### src/rtl/ser_regs_pkg.sv
package ser_regs_pkg;

    localparam int unsigned DATA_W   = 8;
    localparam int unsigned NUM_REGS = 7;

    localparam int unsigned OFF_MODE = 0;
    localparam int unsigned OFF_RATE = 1;
    localparam int unsigned OFF_CTRL = 2;
    localparam int unsigned OFF_TXD  = 3;
    localparam int unsigned OFF_STAT = 4;
    localparam int unsigned OFF_FCTL = 5;
    localparam int unsigned OFF_PORT = 6;

    // status bit positions
    localparam int unsigned ST_TEND = 6;
    localparam int unsigned ST_TDE  = 5;
    localparam int unsigned ST_BRK  = 4;
    localparam int unsigned ST_RDF  = 1;
    localparam int unsigned ST_DR   = 0;

    // control bit positions
    localparam int unsigned CT_TIE = 7;
    localparam int unsigned CT_RIE = 6;
    localparam int unsigned CT_TE  = 5;

    localparam logic [DATA_W-1:0] MASK_MODE = 8'h7B;
    localparam logic [DATA_W-1:0] MASK_CTRL = 8'hFA;
    localparam logic [DATA_W-1:0] MASK_PORT = 8'hF3;
    localparam logic [DATA_W-1:0] CTRL_INIT = 8'h20;

    typedef enum logic [1:0] {
        RSP_IDLE,
        RSP_READ,
        RSP_WRITE,
        RSP_FAULT
    } rsp_state_t;

    typedef struct packed {
        logic tend;
        logic tde;
        logic brk;
        logic rdf;
        logic dr;
    } flags_t;

endpackage

### src/rtl/ser_acc_fsm.sv
module ser_acc_fsm
    import ser_regs_pkg::*;
#(
    parameter int unsigned ADDR_W = 4
) (
    input  logic                clk,
    input  logic                rst_n,
    input  logic                acc_req,
    input  logic                acc_wr,
    input  logic [ADDR_W-1:0]   acc_addr,
    input  logic [DATA_W-1:0]   val_mode,
    input  logic [DATA_W-1:0]   val_rate,
    input  logic [DATA_W-1:0]   val_ctrl,
    input  logic [DATA_W-1:0]   val_txd,
    input  logic [DATA_W-1:0]   val_stat,
    input  logic [DATA_W-1:0]   val_fctl,
    input  logic [DATA_W-1:0]   val_port,
    output logic [NUM_REGS-1:0] wr_sel,
    output logic                stat_rd,
    output logic                rsp_valid,
    output logic [DATA_W-1:0]   rsp_data,
    output logic                rsp_err
);

    logic [NUM_REGS-1:0] hit;
    logic                mapped;
    rsp_state_t          state_q, state_d;
    logic [DATA_W-1:0]   rd_mux;
    logic [DATA_W-1:0]   data_q;

    for (genvar g = 0; g < NUM_REGS; g++) begin : g_hit
        assign hit[g] = (acc_addr == ADDR_W'(g));
    end

    assign mapped  = |hit;
    assign wr_sel  = {NUM_REGS{acc_req && acc_wr && mapped}} & hit;
    assign stat_rd = acc_req && !acc_wr && hit[OFF_STAT];

    // next-state decode
    always_comb begin
        if (!acc_req)
            state_d = RSP_IDLE;
        else if (!mapped)
            state_d = RSP_FAULT;
        else if (acc_wr)
            state_d = RSP_WRITE;
        else
            state_d = RSP_READ;
    end

    always_comb begin
        rd_mux = '0;
        for (int i = 0; i < NUM_REGS; i++) begin
            if (hit[i]) begin
                unique case (i)
                    OFF_MODE: rd_mux = val_mode;
                    OFF_RATE: rd_mux = val_rate;
                    OFF_CTRL: rd_mux = val_ctrl;
                    OFF_TXD:  rd_mux = val_txd;
                    OFF_STAT: rd_mux = val_stat;
                    OFF_FCTL: rd_mux = val_fctl;
                    default:  rd_mux = val_port;
                endcase
            end
        end
    end

    // state register
    always_ff @(posedge clk or negedge rst_n) begin
        if (!rst_n)
            state_q <= RSP_IDLE;
        else
            state_q <= state_d;
    end

    // output data register
    always_ff @(posedge clk or negedge rst_n) begin
        if (!rst_n)
            data_q <= '0;
        else if (state_d == RSP_READ)
            data_q <= rd_mux;
        else
            data_q <= '0;
    end

    always_comb begin
        unique case (state_q)
            RSP_IDLE:  begin rsp_valid = 1'b0; rsp_err = 1'b0; end
            RSP_READ:  begin rsp_valid = 1'b1; rsp_err = 1'b0; end
            RSP_WRITE: begin rsp_valid = 1'b1; rsp_err = 1'b0; end
            RSP_FAULT: begin rsp_valid = 1'b1; rsp_err = 1'b1; end
            default:   begin rsp_valid = 1'b0; rsp_err = 1'b0; end
        endcase
    end

    assign rsp_data = data_q;

endmodule

### src/rtl/ser_cfg_regs.sv
module ser_cfg_regs
    import ser_regs_pkg::*;
#(
    parameter logic [7:0] RATE_INIT = 8'hFF
) (
    input  logic                clk,
    input  logic                rst_n,
    input  logic [NUM_REGS-1:0] wr_sel,
    input  logic [DATA_W-1:0]   wdata,
    output logic [DATA_W-1:0]   mode_q,
    output logic [DATA_W-1:0]   rate_q,
    output logic [DATA_W-1:0]   ctrl_q,
    output logic [DATA_W-1:0]   txd_q,
    output logic [DATA_W-1:0]   fctl_q,
    output logic [DATA_W-1:0]   port_q,
    output logic                tx_valid
);

    always_ff @(posedge clk or negedge rst_n) begin
        if (!rst_n) begin
            mode_q   <= '0;
            rate_q   <= RATE_INIT;
            ctrl_q   <= CTRL_INIT;
            txd_q    <= '0;
            fctl_q   <= '0;
            port_q   <= '0;
            tx_valid <= 1'b0;
        end else begin
            tx_valid <= wr_sel[OFF_TXD];
            if (wr_sel[OFF_MODE]) mode_q <= wdata & MASK_MODE;
            if (wr_sel[OFF_RATE]) rate_q <= wdata;
            if (wr_sel[OFF_CTRL]) ctrl_q <= wdata & MASK_CTRL;
            if (wr_sel[OFF_TXD])  txd_q  <= wdata;
            if (wr_sel[OFF_FCTL]) fctl_q <= wdata;
            if (wr_sel[OFF_PORT]) port_q <= wdata & MASK_PORT;
        end
    end

endmodule

### src/rtl/ser_flag_bank.sv
module ser_flag_bank
    import ser_regs_pkg::*;
(
    input  logic   clk,
    input  logic   rst_n,
    input  logic   stat_wr,
    input  flags_t stat_keep,
    input  logic   stat_rd,
    input  logic   ctrl_wr,
    input  logic   ctrl_te_new,
    input  logic   ctrl_rie_new,
    input  logic   txd_wr,
    input  logic   tx_en,
    input  logic   rx_ie,
    input  logic   rx_full_set,
    input  logic   rx_ready_set,
    input  logic   brk_det,
    output flags_t flags_q,
    output logic   rx_irq
);

    flags_t flags_d;
    logic   refill;
    logic   irq_set, irq_clr;

    assign refill  = stat_rd && tx_en;
    assign irq_set = rx_full_set && rx_ie;
    assign irq_clr = (ctrl_wr && !ctrl_rie_new) ||
                     (stat_wr && (!stat_keep.rdf || !stat_keep.dr));

    always_comb begin
        flags_d = flags_q;
        // transmit done
        if (ctrl_wr && !ctrl_te_new)        flags_d.tend = 1'b1;
        else if (stat_wr && !stat_keep.tend) flags_d.tend = 1'b0;
        else if (refill)                     flags_d.tend = 1'b1;
        // transmit empty
        if (txd_wr)                          flags_d.tde = 1'b0;
        else if (stat_wr && !stat_keep.tde)  flags_d.tde = 1'b0;
        else if (refill)                     flags_d.tde = 1'b1;
        // receive-side flags: a set event wins
        if (brk_det)                         flags_d.brk = 1'b1;
        else if (stat_wr && !stat_keep.brk)  flags_d.brk = 1'b0;
        if (rx_full_set)                     flags_d.rdf = 1'b1;
        else if (stat_wr && !stat_keep.rdf)  flags_d.rdf = 1'b0;
        if (rx_ready_set)                    flags_d.dr = 1'b1;
        else if (stat_wr && !stat_keep.dr)   flags_d.dr = 1'b0;
    end

    always_ff @(posedge clk or negedge rst_n) begin
        if (!rst_n) begin
            flags_q <= '{tend: 1'b1, tde: 1'b1, brk: 1'b0, rdf: 1'b0, dr: 1'b0};
            rx_irq  <= 1'b0;
        end else begin
            flags_q <= flags_d;
            if (irq_set)      rx_irq <= 1'b1;
            else if (irq_clr) rx_irq <= 1'b0;
        end
    end

endmodule

### src/rtl/ser_ctl_regs.sv
module ser_ctl_regs
    import ser_regs_pkg::*;
#(
    parameter int unsigned ADDR_W    = 4,
    parameter logic [7:0]  RATE_INIT = 8'hFF
) (
    input  logic              clk,
    input  logic              rst_n,
    input  logic              acc_req,
    input  logic              acc_wr,
    input  logic [ADDR_W-1:0] acc_addr,
    input  logic [7:0]        acc_wdata,
    output logic              rsp_valid,
    output logic [7:0]        rsp_data,
    output logic              rsp_err,
    input  logic              rx_full_set,
    input  logic              rx_ready_set,
    input  logic              brk_det,
    output logic              tx_valid,
    output logic [7:0]        tx_byte,
    output logic              tx_irq,
    output logic              rx_irq
);

    logic [NUM_REGS-1:0] wr_sel;
    logic                stat_rd;
    logic [DATA_W-1:0]   mode_q, rate_q, ctrl_q, txd_q, fctl_q, port_q;
    logic [DATA_W-1:0]   stat_val;
    flags_t              flags;
    flags_t              keep;

    assign keep = '{tend: acc_wdata[ST_TEND], tde: acc_wdata[ST_TDE],
                    brk:  acc_wdata[ST_BRK],  rdf: acc_wdata[ST_RDF],
                    dr:   acc_wdata[ST_DR]};

    always_comb begin
        stat_val          = '0;
        stat_val[ST_TEND] = flags.tend;
        stat_val[ST_TDE]  = flags.tde;
        stat_val[ST_BRK]  = flags.brk;
        stat_val[ST_RDF]  = flags.rdf;
        stat_val[ST_DR]   = flags.dr;
    end

    ser_acc_fsm #(.ADDR_W(ADDR_W)) u_acc (
        .clk       (clk),
        .rst_n     (rst_n),
        .acc_req   (acc_req),
        .acc_wr    (acc_wr),
        .acc_addr  (acc_addr),
        .val_mode  (mode_q),
        .val_rate  (rate_q),
        .val_ctrl  (ctrl_q),
        .val_txd   (txd_q),
        .val_stat  (stat_val),
        .val_fctl  (fctl_q),
        .val_port  (port_q),
        .wr_sel    (wr_sel),
        .stat_rd   (stat_rd),
        .rsp_valid (rsp_valid),
        .rsp_data  (rsp_data),
        .rsp_err   (rsp_err)
    );

    ser_cfg_regs #(.RATE_INIT(RATE_INIT)) u_cfg (
        .clk      (clk),
        .rst_n    (rst_n),
        .wr_sel   (wr_sel),
        .wdata    (acc_wdata),
        .mode_q   (mode_q),
        .rate_q   (rate_q),
        .ctrl_q   (ctrl_q),
        .txd_q    (txd_q),
        .fctl_q   (fctl_q),
        .port_q   (port_q),
        .tx_valid (tx_valid)
    );

    ser_flag_bank u_flags (
        .clk          (clk),
        .rst_n        (rst_n),
        .stat_wr      (wr_sel[OFF_STAT]),
        .stat_keep    (keep),
        .stat_rd      (stat_rd),
        .ctrl_wr      (wr_sel[OFF_CTRL]),
        .ctrl_te_new  (acc_wdata[CT_TE]),
        .ctrl_rie_new (acc_wdata[CT_RIE]),
        .txd_wr       (wr_sel[OFF_TXD]),
        .tx_en        (ctrl_q[CT_TE]),
        .rx_ie        (ctrl_q[CT_RIE]),
        .rx_full_set  (rx_full_set),
        .rx_ready_set (rx_ready_set),
        .brk_det      (brk_det),
        .flags_q      (flags),
        .rx_irq       (rx_irq)
    );

    assign tx_byte = txd_q;
    assign tx_irq  = ctrl_q[CT_TIE];

endmodule

### config.mk
export PLATFORM = sky130hd
export DESIGN_NAME = ser_ctl_regs
export DESIGN_NICKNAME = d
export VERILOG_FILES = /design/src/rtl/ser_regs_pkg.sv /design/src/rtl/ser_acc_fsm.sv /design/src/rtl/ser_cfg_regs.sv /design/src/rtl/ser_flag_bank.sv /design/src/rtl/ser_ctl_regs.sv
export SDC_FILE = /design/constraint.sdc
export NUM_CORES = 1
export LEC_CHECK = 0
export ABC_AREA = 1
export ABC_CLOCK_PERIOD_IN_PS = 1600
export CAP_MARGIN = 10
export CORE_MARGIN = 4
export CORE_UTILIZATION = 58
export DETAILED_ROUTE_END_ITERATION = 16
export PLACE_DENSITY = 0.95
export SYNTH_ARGS = -nofsm -noshare
export SYNTH_HDL_FRONTEND = slang
export SYNTH_SLANG_ARGS = --single-unit
### constraint.sdc
create_clock -name clk -period 1.6 [get_ports clk]
set_input_delay 0.32 -clock clk [delete_from_list [all_inputs] [get_ports clk]]
set_output_delay 0.32 -clock clk [all_outputs]
set_load 0.05 [all_outputs]
### Word level (Yosys, flattened, before mapping)

Cells that the tools add are included.

| storage, ports and cells | value |
|---|---|
| register bits | 59 |
| logic and storage cells | 85 |
| input bits | 19 |
| output and inout port bits | 21 |

| cells by class | value |
|---|---|
| reductions and logical operators | 33 |
| bitwise gates (word level) | 1 |
| muxes and demuxes | 26 |
| equal/unequal tests | 10 |

Operators with widths:

| cell | number |
|---|---|
| two-way mux 8 bit | 7 |
| logical AND 1 bit | 14 |
| two-way mux 1 bit | 13 |
| equality test 4 x 3 -> 1 bit (second input constant) | 3 |
| equality test 4 x 2 -> 1 bit (second input constant) | 2 |
| nonzero test 2 bit | 4 |
| bitwise AND 7 bit | 1 |
| two-way mux 7 bit | 1 |
| OR reduction 7 bit | 1 |
| zero test 1 bit | 6 |
| two-way mux 2 bit | 3 |
| nonzero test 3 bit | 2 |
| OR reduction 3 bit | 2 |
| equality test 2 x 1 -> 1 bit (second input constant) | 2 |
| equality test 2 bit (second input constant) | 2 |
| equality test 4 x 1 -> 1 bit (second input constant) | 1 |
| zero test 4 bit | 1 |
| one-hot mux 1 bit (2 select lines) | 2 |
| zero test 2 bit | 1 |
| logical OR 1 bit | 2 |

### Longest topological paths before layout

| logic depth | value |
|---|---|
| depth in word-level cells | 9 |
| gate-level depth with buffers | 8 |
| depth with buffers taken out | 8 |

### Cells and area by module

From an unflattened synthesis, not the netlist that was laid out.

| unflattened totals | value |
|---|---|
| cell total of the unflattened synthesis | 400 |
| area total of the unflattened synthesis | 2972.9 µm² |

Modules (own cells, without submodules):

| module | instances | area each (µm²) | cells each | seq. area each (µm²) |
|---|---|---|---|---|
| ser_cfg_regs | 1 | 1665.3 | 185 | 1087.3 |
| ser_acc_fsm | 1 | 1034.7 | 181 | 250.2 |
| ser_flag_bank | 1 | 269.0 | 33 | 152.6 |
| ser_ctl_regs | 1 | 3.8 | 1 | 0.0 |

### Worst setup path after synthesis

No wires, ideal clock.

| path | value |
|---|---|
| path type | input-to-reg |
| start point | in acc_addr[3] |
| end point | reg u_cfg.ctrl_q[7] |
| setup slack | 0.263 ns |
| setup time | 0.127 ns |
| arrival time | 1.209 ns |
| data required time | 1.473 ns |
| path buffers | 2 |
| cell stages on the path | 8 |
| cell sequence | nor2_1 buf_2 nand2_2 inv_1 nand2_1 buf_2 nand2_1 o21ai_0 |

| on the way | value |
|---|---|
| cells in the longest elaborated chain, start to end | 4 |
| elaborated cells on any way between the ends | 10 |
| classes of those cells | 6 x eq/ne; 1 x bitwise; 3 x reduce/logical |

RTL lines:

| element | RTL line | RTL |
|---|---|---|
| start: declaration | ser_ctl_regs.sv:11 | `input logic [ADDR_W-1:0] acc_addr,` |
| equality test 4 x 1 -> 1 bit (tied with other cells) | ser_acc_fsm.sv:32 | `assign hit[g] = (acc_addr == ADDR_W'(g));` |
| OR reduction 7 bit | ser_acc_fsm.sv:35 | `assign mapped = \|hit;` |
| logical AND 1 bit | ser_acc_fsm.sv:36 | `assign wr_sel = {NUM_REGS{acc_req && acc_wr && mapped}} & hit;` |
| bitwise AND 7 bit * | ser_acc_fsm.sv:36 |  |
| end signal: assignment | ser_cfg_regs.sv:32 | `if (wr_sel[OFF_CTRL]) ctrl_q <= wdata & MASK_CTRL;` |
| end: declaration | ser_cfg_regs.sv:12 | `output logic [DATA_W-1:0] ctrl_q,` |

Every way passes the cells marked *; elsewhere a longest branch is shown, timed or not.
A chain may end at the register's enable or synchronous reset.

### Worst setup path after layout

| path | value |
|---|---|
| start point | in acc_addr[2] |
| end point | reg u_flags.flags_q[2] in the netlist's numbering |

| on the way | value |
|---|---|
| cells in the longest elaborated chain, start to end | 6 |
| elaborated cells on any way between the ends | 12 |
| classes of those cells | 6 x eq/ne; 1 x bitwise; 5 x reduce/logical |

RTL lines:

| element | RTL line | RTL |
|---|---|---|
| equality test 4 x 1 -> 1 bit (tied with other cells) | ser_acc_fsm.sv:32 |  |
| OR reduction 7 bit | ser_acc_fsm.sv:35 |  |
| logical AND 1 bit | ser_acc_fsm.sv:36 |  |
| bitwise AND 7 bit * | ser_acc_fsm.sv:36 |  |
| logical AND 1 bit * | ser_flag_bank.sv:43 | `else if (stat_wr && !stat_keep.brk) flags_d.brk = 1'b0;` |
| nonzero test 2 bit (no line) * | -- |  |
| end signal: assignment | ser_flag_bank.sv:52 | `flags_q <= '{tend: 1'b1, tde: 1'b1, brk: 1'b0, rdf: 1'b0, dr: 1'b0};` |
| end signal: assignment | ser_flag_bank.sv:55 | `flags_q <= flags_d;` |
| end: declaration | ser_flag_bank.sv:18 | `output flags_t flags_q,` |

Marks and branches as above.

==> metrics.yaml <==
die_w_um: 75.9
timing.final.crit_share_pct: 101
final-seq-area_um2: 1490
cellPowerDensity_nw_per_um2: 1120
worst-path-max-fanout: 4
max-clock-path-buffers: 2
setup_viol_count_final: 1
grt_max_degree: 60
worst_slew_pin_slew_ns: 0.299
critPathArrivalTime_ns: 1.84
final_max_slew_viol_count: 0
die_h_um: 75.9
run_status: "finished with violations"
design.die.area_um2: 5760
dpl.cell_count: 418
ctsHtreeMaxLevel: 3
setup.worst_path.start_class: "input pin"
tritoncts.num_buffers: 9
dp_hpwl_um: 4930
setup.worst_path.end_class: "flop"
peakVddDrop_v: 0.000683
numClockSinks: 59
area_growth_pct: 35.0
violations_in_the_final_reports: "setup timing"
gr-usage-all-layers_pct: 27.9
synth_area_per_cell_um2: 8.56
first_pass_grt_wire_length_um: 11600
rsz0062_at_grt: "true"
initial_antenna_violation_count: 0
worst-endpoint-required_ns: 1.83
cts_root_buffer: "sky130_fd_sc_hd__clkbuf_8"
drc: 0
timing.critical_path.slowest_cell_delay_ns: 0.49
min-delay-path-class: "reg -> reg"
gp_congestion: 0.920
cap_viol_max_count: 0
total_number_of_yosys_warnings: 0
totalPowerFinal_mw: 4.06
synth_seq_area_share_pct: 55.8
dp_worst_setup_slack_ns: -0.380
routed-via-count: 2568
fillCellCount: 217
criticalPathCategory: "in -> reg"
floorplan.core_area_um2: 4410
synth_cells: 312
finish.net_count: 398
synth_area_um2: 2670
slew_hr_pct: 80.0
fmax_mhz: 620
detail_route.vias_per_cell: 5.89
initial_core_util_pct: 60.5
first_iter_violations: 336
layout.cells.non_filler: 436
setup_slack_ns: -0.0125
dr.pass1.iters: 7
vias_in_the_first_global_route: 2490
clk_pin_slew_worst_paths_ns: 0.07
multi_input_logic_area_um2: 1030
ports_placed_on_the_boundary: 40
fin_crit_ns: 1.61
p_leak_nw: 1.83
wire_per_inst_um: 17.1
placedInstanceArea_um2: 3350
number_of_cell_rows: 24
clkLatencyLatePin_ns: 0.35
synth_seq_cells: 59
synth_cell_type_count: 26
placement.io_buffers: 39
worst_clock_skew_ns: 0.00687
slowest_stage: "sky130_fd_sc_hd__clkdlybuf4s50_1"
path_cells: "clkdlybuf4s50_1 -> inv_1 -> nor2_2 -> nand2_1 -> nor3_1 -> buf_4 -> inv_1 -> o21ai_0 -> nand2_1"
final_cell_area_um2: 3610
overflow: 0
cts_tree: "yes"
final_hold_viol_count: 0
drt_wl_total_um: 7440
drt.antenna.violating_nets: 0
mappedNetlistNets: 331
final_layout_size_suffix_gt1_share_pct: 24.5
antenna_cells: 0
-- worst paths after layout --
check	from	endpoint	slack, ns	cells after the start
max	acc_addr[2]	u_flags.flags_q[2]	-0.01	9
min	u_cfg.rate_q[7]	u_cfg.rate_q[7]	0.49	2
max reg2reg	u_cfg.ctrl_q[5]	u_flags.flags_q[3]	0.41	4
min reg2reg	u_cfg.rate_q[7]	u_cfg.rate_q[7]	0.49	2
max in group asynchronous	rst_n	u_cfg.rate_q[5]	0.80	3
min in group asynchronous	rst_n	u_acc.rsp_data[7]	0.50	3
-- per-layer routing --
metal,global-route usage (%),routed length (um),up-vias
met5,0,0,-
met4,17.5,355,0
met3,6.60,687,38
met2,45.1,3640,180
met1,33.4,2760,1204
li1,-,-,1146
-- cell type report --
cell class,instances,share of cell area (%)
flip-flops and latches,59,41.3
multi-input cells,212,28.5
well taps,52,1.80
inverters,34,3.54
clock buffers,12,4.58
repair buffers,63,18.9
clock inverters,4,1.32
-- timing repair --
action	4_1_cts	5_1_grt
pin swaps	0	2
setup buffers	0	1
hold buffers	1	0
resized for setup	3	12
hold endpoints to repair	48	0
endpoints found under the setup margin	7	39
-- critical path, delay by kind of cell --
| family | cells | cell delay, ns |
|---|---|---|
| buffers and inverters | 4 | 0.77 |
| AND/OR/NAND/NOR | 4 | 0.55 |
| AO/OA/AOI/OAI | 1 | 0.18 |
-- power breakdown --
| part | switching (mW) | internal, mW |
|---|---|---|
| sequential | 0.149 | 1.73 |
| combinational | 0.422 | 0.317 |
| clock | 0.597 | 0.840 |
| total | 1.17 | 2.89 |
-- flip-flops by register name, summed over array words and instances, names as in the netlist --
| register | cells |
|---|---|
| u_acc.rsp_data | 8 |
| u_acc.state_q | 2 |
| u_cfg.ctrl_q | 6 |
| u_cfg.fctl_q | 8 |
| u_cfg.mode_q | 6 |
| u_cfg.port_q | 6 |
| u_cfg.rate_q | 8 |
| u_cfg.tx_valid | 1 |
| u_cfg.txd_q | 8 |
| u_flags.flags_q | 5 |
| u_flags.rx_irq | 1 |
-- placed cells by master (no fill, tap or decap), types with 2 or more instances in the layout --
cell type / instances
sky130_fd_sc_hd__inv_1: 29
sky130_fd_sc_hd__buf_4: 30
sky130_fd_sc_hd__or2_2: 2
sky130_fd_sc_hd__nand2_4: 4
sky130_fd_sc_hd__clkbuf_8: 12
sky130_fd_sc_hd__clkdlybuf4s50_1: 15
sky130_fd_sc_hd__dfrtp_1: 48
sky130_fd_sc_hd__nand2_2: 2
sky130_fd_sc_hd__o21ai_0: 35
sky130_fd_sc_hd__a21oi_1: 10
sky130_fd_sc_hd__nand4_1: 4
sky130_fd_sc_hd__nor3_1: 3
sky130_fd_sc_hd__o21ai_1: 13
sky130_fd_sc_hd__nor2_4: 3
sky130_fd_sc_hd__inv_2: 5
sky130_fd_sc_hd__nand2_1: 95
sky130_fd_sc_hd__nand3_1: 15
sky130_fd_sc_hd__a21o_1: 2
sky130_fd_sc_hd__nor2_1: 13
sky130_fd_sc_hd__clkinv_2: 2
sky130_fd_sc_hd__dfstp_2: 11
sky130_fd_sc_hd__nor2_2: 3
sky130_fd_sc_hd__nand3_4: 2
sky130_fd_sc_hd__buf_12: 13
sky130_fd_sc_hd__o211ai_1: 3
-- synthesized netlist by cell type, drive strengths merged --
cell type  count  share of area (%)
nor3           4               0.75
o21ai         48                9.0
nor2          19                3.7
clkinv         1               0.14
dfstp         11                 11
buf            5                1.4
dfrtp         48                 45
o211ai         3               0.84
nand2        101                 15
nand3         17                4.1
inv           33                4.6
clkbuf         2               0.28
nand4          4               0.94
a21o           2               0.56
or2            2               0.47
a31oi          1               0.23
o22ai          1               0.23
a21oi         10                1.9
-- stage by stage --
| step | hold WS, ns | util [%] | setup TNS, ns |
|---|---|---|---|
| 2_1_floorplan | 0.0244 | - | 0 |
| 5_1_grt | 0.513 | 81.7 | -0.624 |
| 3_3_place_gp | 0.339 | 75.9 | -10.76 |
| 4_1_cts | 0.492 | 81.0 | 0 |
| 3_5_place_dp | 0.341 | 75.9 | -13.79 |
| 6_report | 0.488 | 81.7 | -0.0125 |
-- cell families after synthesis --
| group | synth area share [%] |
|---|---|
| AO/OA/AOI/OAI | 12.7 |
| buffers and inverters | 6.46 |
| flip-flops | 55.8 |
| AND/OR/NAND/NOR | 25.0 |
Note: power is estimated with default switching activity, not from simulation.
